[src/rtl/ps2_rx_pkg.sv]
package ps2_rx_pkg;

  typedef enum logic [1:0] {
    RX_IDLE   = 2'd0,
    RX_DATA   = 2'd1,
    RX_PARITY = 2'd2,
    RX_STOP   = 2'd3
  } rxState_e;

  // strobes from control to datapath, each valid for one clock
  typedef struct packed {
    logic clearBits;
    logic shiftBit;
    logic checkParity;
    logic emitByte;
  } rxCtl_t;

endpackage

[src/rtl/ps2_line_filter.sv]
module ps2_line_filter #(
  parameter int SYNC_STAGES = 2,
  parameter int FILTER_LEN  = 8
) (
  input  logic clk,
  input  logic rst,
  input  logic rawIn,
  output logic filtOut
);
  localparam int CW = (FILTER_LEN > 1) ? $clog2(FILTER_LEN) : 1;
  localparam logic [CW-1:0] CNT_LAST = CW'(FILTER_LEN - 1);

  logic [SYNC_STAGES-1:0] syncChain;
  logic                   syncOut;
  logic [CW-1:0]          holdCnt;

  generate
    if (SYNC_STAGES == 1) begin : g_sync1
      always_ff @(posedge clk) begin
        if (rst) syncChain <= '0;
        else     syncChain <= rawIn;
      end
    end else begin : g_syncN
      always_ff @(posedge clk) begin
        if (rst) syncChain <= '0;
        else     syncChain <= {syncChain[SYNC_STAGES-2:0], rawIn};
      end
    end
  endgenerate

  assign syncOut = syncChain[SYNC_STAGES-1];

  // count consecutive clocks on which the synchronized level disagrees
  always_ff @(posedge clk) begin
    if (rst) begin
      holdCnt <= '0;
      filtOut <= 1'b0;
    end else if (syncOut != filtOut) begin
      if (holdCnt == CNT_LAST) begin
        holdCnt <= '0;
        filtOut <= syncOut;
      end else begin
        holdCnt <= holdCnt + 1'b1;
      end
    end else begin
      holdCnt <= '0;
    end
  end

  // filtered level only ever moves towards the synchronized level
  p_filter_follow_r3: assert property (@(posedge clk) disable iff (rst)
    !$stable(filtOut) |-> ($past(syncOut) == filtOut));

endmodule

[src/rtl/ps2_rx_control.sv]
module ps2_rx_control
  import ps2_rx_pkg::*;
(
  input  logic   clk,
  input  logic   rst,
  input  logic   clkLine,
  input  logic   dataLine,
  input  logic   lastBit,
  output rxCtl_t ctl
);
  rxState_e state, nextState;
  logic     clkPrev;
  logic     fallSeen;

  always_ff @(posedge clk) begin
    if (rst) clkPrev <= 1'b0;
    else     clkPrev <= clkLine;
  end

  assign fallSeen = clkPrev & ~clkLine;

  always_comb begin
    ctl       = '0;
    nextState = state;
    if (fallSeen) begin
      unique case (state)
        RX_IDLE: begin
          if (!dataLine) begin
            ctl.clearBits = 1'b1;
            nextState     = RX_DATA;
          end
        end
        RX_DATA: begin
          ctl.shiftBit = 1'b1;
          if (lastBit) nextState = RX_PARITY;
        end
        RX_PARITY: begin
          ctl.checkParity = 1'b1;
          nextState       = RX_STOP;
        end
        RX_STOP: begin
          ctl.emitByte = dataLine;
          nextState    = RX_IDLE;
        end
        default: nextState = RX_IDLE;
      endcase
    end
  end

  always_ff @(posedge clk) begin
    if (rst) state <= RX_IDLE;
    else     state <= nextState;
  end

  // the state moves only on a filtered falling clock edge
  p_sample_on_fall_r2: assert property (@(posedge clk) disable iff (rst)
    !$stable(state) |-> $past(fallSeen));

  // a high sample in idle keeps the receiver idle
  p_idle_hold_r5: assert property (@(posedge clk) disable iff (rst)
    (state == RX_IDLE && fallSeen && dataLine) |=> (state == RX_IDLE));

  // the stop slot always leads back to idle
  p_stop_exit_r7: assert property (@(posedge clk) disable iff (rst)
    (state == RX_STOP && fallSeen) |=> (state == RX_IDLE));

endmodule

[src/rtl/ps2_rx_datapath.sv]
module ps2_rx_datapath
  import ps2_rx_pkg::*;
#(
  parameter int DATA_BITS = 8
) (
  input  logic                 clk,
  input  logic                 rst,
  input  rxCtl_t               ctl,
  input  logic                 dataBit,
  output logic                 lastBit,
  output logic [DATA_BITS-1:0] rxByte,
  output logic                 rxValid
);
  localparam int BW = $clog2(DATA_BITS + 1);
  localparam logic [BW-1:0] LAST_IDX = BW'(DATA_BITS - 1);

  logic [DATA_BITS-1:0] shiftReg;
  logic [BW-1:0]        bitCount;
  logic                 parityOk;

  assign lastBit = (bitCount == LAST_IDX);

  // LSB-first: new bits enter at the top and walk down to bit 0
  always_ff @(posedge clk) begin
    if (rst) begin
      shiftReg <= '0;
      bitCount <= '0;
    end else if (ctl.clearBits) begin
      shiftReg <= '0;
      bitCount <= '0;
    end else if (ctl.shiftBit) begin
      shiftReg <= {dataBit, shiftReg[DATA_BITS-1:1]};
      bitCount <= bitCount + 1'b1;
    end
  end

  always_ff @(posedge clk) begin
    if (rst)                  parityOk <= 1'b0;
    else if (ctl.clearBits)   parityOk <= 1'b0;
    else if (ctl.checkParity) parityOk <= dataBit ^ (^shiftReg);
  end

  always_ff @(posedge clk) begin
    if (rst) begin
      rxValid <= 1'b0;
      rxByte  <= '0;
    end else begin
      rxValid <= ctl.emitByte & parityOk;
      if (ctl.emitByte & parityOk) rxByte <= shiftReg;
    end
  end

  // the strobe never lasts longer than one clock
  p_valid_pulse_r8: assert property (@(posedge clk) disable iff (rst)
    rxValid |=> !rxValid);

  // an output byte always follows a passed parity check
  p_parity_gate_r6: assert property (@(posedge clk) disable iff (rst)
    rxValid |-> $past(parityOk));

  // never more data bits than a frame carries
  p_count_bound_r4: assert property (@(posedge clk) disable iff (rst)
    bitCount <= BW'(DATA_BITS));

endmodule

[src/rtl/ps2_frame_rx.sv]
module ps2_frame_rx
  import ps2_rx_pkg::*;
#(
  parameter int SYNC_STAGES = 2,
  parameter int FILTER_LEN  = 8,
  parameter int DATA_BITS   = 8
) (
  input  logic                 clk,
  input  logic                 rst,
  input  logic                 ps2ClkIn,
  input  logic                 ps2DataIn,
  output logic [DATA_BITS-1:0] rxByte,
  output logic                 rxValid
);
  localparam int NUM_LINES = 2;

  logic [NUM_LINES-1:0] rawLines;
  logic [NUM_LINES-1:0] filtLines;
  rxCtl_t               ctl;
  logic                 lastBit;

  assign rawLines = {ps2DataIn, ps2ClkIn};

  generate
    for (genvar li = 0; li < NUM_LINES; li++) begin : g_line
      ps2_line_filter #(
        .SYNC_STAGES(SYNC_STAGES),
        .FILTER_LEN (FILTER_LEN)
      ) u_filter (
        .clk    (clk),
        .rst    (rst),
        .rawIn  (rawLines[li]),
        .filtOut(filtLines[li])
      );
    end
  endgenerate

  ps2_rx_control u_ctrl (
    .clk     (clk),
    .rst     (rst),
    .clkLine (filtLines[0]),
    .dataLine(filtLines[1]),
    .lastBit (lastBit),
    .ctl     (ctl)
  );

  ps2_rx_datapath #(
    .DATA_BITS(DATA_BITS)
  ) u_dp (
    .clk    (clk),
    .rst    (rst),
    .ctl    (ctl),
    .dataBit(filtLines[1]),
    .lastBit(lastBit),
    .rxByte (rxByte),
    .rxValid(rxValid)
  );

endmodule

[config.mk]
export PLATFORM = sky130hd
export DESIGN_NAME = ps2_frame_rx
export DESIGN_NICKNAME = d
export VERILOG_FILES = /design/src/rtl/ps2_rx_pkg.sv /design/src/rtl/ps2_line_filter.sv /design/src/rtl/ps2_rx_control.sv /design/src/rtl/ps2_rx_datapath.sv /design/src/rtl/ps2_frame_rx.sv
export SDC_FILE = /design/constraint.sdc
export NUM_CORES = 1
export LEC_CHECK = 0
export ABC_AREA = 0
export CORE_ASPECT_RATIO = 1.1
export CORE_MARGIN = 3
export CORE_UTILIZATION = 41
export CTS_CLUSTER_DIAMETER = 40
export DETAILED_ROUTE_END_ITERATION = 10
export MAX_ROUTING_LAYER = met4
export PLACE_DENSITY = 0.66
export SLEW_MARGIN = 20
export SYNTH_ARGS = -nofsm -noshare
export SYNTH_HDL_FRONTEND = slang
export SYNTH_HIERARCHICAL = 1
export SYNTH_SLANG_ARGS = --single-unit
[constraint.sdc]
create_clock -name clk -period 1.71 [get_ports clk]
set_clock_uncertainty 0.1 [all_clocks]
set_input_delay 0.171 -clock clk [delete_from_list [all_inputs] [get_ports clk]]
set_output_delay 0.171 -clock clk [all_outputs]
set_load 0.02 [all_outputs]
==> metrics.md <==
| Metric | Value |
|---|---|
| Htree depth | `2` |
| Worst-path clk slew | `0.11 ns` |
| Vias in the first global route | `~1100` |
| Gpl congestion | `between 0.7 and 0.8` |
| Total core area | `between 3000 and 4000 sq um` |
| Cells along the critical path | `clkdlybuf4s50_1` |
| Arr. time, crit path | `1.31 ns` |
| Hold WS | `between 0.2 and 0.3 ns` |
| CTS tree | `done` |
| Post-synthesis sequential area ratio | `0.480` |
| Tot GR Track Use | `0.133` |
| Share of cells above drive strength 1 | `0.0888` |
| Cell taking the most area after synthesis | `dfxtp_1` |
| DIE WIDTH | `about 64 um` |
| Antenna-violating nets left | `0` |
| Ys flop type | `dfxtp_1` |
| Leak | `roughly 0.66 nW` |
| CP max stage delay | `around 0.61 ns` |
| CTS Hold Buffers Added | `0` |
| Post-Synthesis Cells | `between 150 and 200` |
| Post-synthesis sequential element count | `37` |
| Post-DP HPWL | `a little under 2000 um` |
| DRC errors left | `0` |
| HP Class | `in2reg` |
| Final hold violation count | `0` |
| Pin count of the biggest net entering global routing | `22` |
| Type of the worst setup path | `reg2out` |
| Delay-heaviest family, CP | `buffers and inverters` |
| Pwr dens | `around 750 nW/um^2` |
| Post-CTS Setup Bufs | `0` |
| Setup violations, final | `0` |
| Final WL | `around 2600 um` |
| DRT iter0 DRCs | `32` |
| Initial antenna violation count | `0` |
| Count leader, synth | `dfxtp_1` |
| First-pass GRT wire length | `4520 um` |
| Post-synth top area share | `0.480` |
| Final setup margin | `0.130 ns` |
| Synth top cells by count | `dfxtp_1 (37), nor2_1 (17), mux2i_1 (13), nand2_1 (11), ha_1 (10)` |
| Max FO, Critical Path | `2` |
| Buf/Inv on CP | `1` |
| Initial Util | `0.445` |
| Crit path max-delay cell type | `clkdlybuf4s50_1` |
| Layout Cells excl Fill | `roughly 220` |
| TNS Setup | `0 ns` |
| Fin crit period | `about 1.6 ns` |
| Run status | `finished clean` |
| Syn Area/Cell | `roughly 10 sq um` |
| Syn_nets | `around 170` |
| Drt pass-1 iters | `4` |
| Die height | `around 70 um` |
| Routed vias | `between 1000 and 1500` |
| Port Buffer Count | `12` |
| GRT overflow | `0` |
| Post-Place Worst Slack | `approximately 0.045 ns` |
| Clk buf depth | `2` |
| Largest cells by area after synthesis | `dfxtp_1 (48%), mux2i_1 (8.4%), ha_1 (8.1%)` |
| CP startpoint kind | `flip-flop` |
| MaxCap Viol Count | `0` |
| Crit. End Element | `output port` |
| Cell count after placement | `209` |
| Synth warnings | `6` |
| Unique masters post-synth | `30` |
| Root Driver | `clkbuf_4` |
| Total CTS buffers | `5` |
| Die area | `4540 sq um` |
| WP data required | `1.44 ns` |
| # fillers | `between 300 and 400` |
| Max VDD drop | `between 0.0004 and 0.0005 V` |
| Final #Nets | `between 150 and 200` |
| RSZ-0062 raised after global routing | `no` |
| Post-synth EDFFs | `0` |
| Wire length per cell | `~12 um` |
| Achievable Freq | `roughly 630 MHz` |
| Layout overhead on the synthesized area | `16.3%` |
| Power, Total | `approximately 0.0013 W` |
| Tcrit/Tclk final | `0.924` |
| FFs w/ async S/R, synth | `0` |
| Boundary Pins | `13` |
| Slew HR | `0.758` |
| Netlist Area Pre-Place | `roughly 1500 sq um` |
| Vias per cell | `4.81` |
| Row cnt | `22` |
| Clk_lat worst skew | `about 0.34 ns` |
| Diode count | `0` |
| Fin. max-slew vios | `0` |
| CTS Sinks | `37` |
| Worst-margin pin slew | `around 0.36 ns` |
## kinds of logic after synthesis
family                     after synthesis  synth area share
AOI/OAI and AO/OA                       11            0.0527
xor gates and xnor gates                11            0.0714
adders and majority gates               10            0.0811
buffers and inverters                    8            0.0203
DFF                                     37             0.480
muxes                                   13            0.0843
and+or+nand+nor                         61             0.210
## final timing paths
| check | start | to | cells after the start | slack, ns |
|---|---|---|---|---|
| worst max-delay path | u_dp/rxByte[6]$_SDFFE_PP0P_ | rxByte[6] | 1 | 0.13 |
| worst min-delay path | ps2DataIn | g_line[1].u_filter/syncChain[0]$_SDFF_PP0_ | 2 | 0.28 |
| worst max register to register | u_ctrl/state[1]$_SDFFE_PP0P_ | u_dp/shiftReg[7]$_SDFFE_PP0P_ | 6 | 0.16 |
| worst min register to register | g_line[1].u_filter/holdCnt[0]$_SDFF_PP0_ | g_line[1].u_filter/holdCnt[0]$_SDFF_PP0_ | 1 | 0.34 |
## layer usage
layer	track usage	share of wire	wire length (um)	up-vias
li1	-	-	-	543
met1	0.132	0.44	1130	473
met2	0.222	0.48	1240	20
met3	0.0547	0.053	136	8
met4	0.0634	0.026	67	0
met5	-	0	0	-
## state kept, by name, summed over array words and instances, names as in the netlist
name and cells:
u_dp/rxByte 8, u_dp/shiftReg 8, g_line.u_filter/holdCnt 6, g_line.u_filter/syncChain 4, u_dp/bitCount 4, g_line.u_filter/filtOut 2
u_ctrl/state 2, u_ctrl/clkPrev 1, u_dp/parityOk 1, u_dp/rxValid 1
## layout by cell type, fill, tap and decap left out
cell	instances
dfxtp_1	36
nor2b_1	5
or2_4	1
and2b_1	1
and2_2	1
nand2_1	11
nand4b_1	1
o211ai_1	1
a221oi_4	1
nor4_1	2
nor3b_1	1
xor2_1	4
nand2b_1	3
buf_4	2
nand2b_4	1
and2_1	1
buf_12	1
xnor3_1	1
clkbuf_4	5
nand3b_1	1
dfxtp_2	1
a21oi_1	8
nor4b_1	4
clkdlybuf4s50_1	12
clkinv_2	2
nand4_1	1
clkbuf_1	1
mux2i_1	13
inv_1	3
nor2_1	17
ha_1	10
o21bai_1	1
xnor2_1	6
and3_1	1
nand3_1	9
## what timing repair did
item,4_1_cts,5_1_grt
hold endpoints to repair,0,0
endpoints found under the setup margin,0,12
resized for setup,0,3
## where the power goes
group          internal [W]  leakage [nW]  switching [W]
clock network      0.000157        0.0320       0.000281
registers          0.000867         0.299     0.00000230
logic             0.0000156         0.328      0.0000176
total               0.00104         0.660       0.000301
## per-stage QoR
step	instance area, sq um	util
after floorplan	1540	-
after detailed placement	1740	0.501
final	1790	0.517
after global routing	1790	0.517
after CTS	1790	0.516
after global placement	1740	0.501
## final cells by class
cell class / count / area [sq um] / share of cell area
Inverter: 3 / 11.3 / 0.00628
Multi-Input combinational cell: 106 / 774 / 0.432
Clock buffer: 6 / 41.3 / 0.0230
Sequential cell: 37 / 742 / 0.414
Tap cell: 48 / 60.1 / 0.0335
Timing Repair Buffer: 15 / 155 / 0.0865
Clock inverter: 2 / 10.0 / 0.00558
Power figures use the tool's default switching activity.
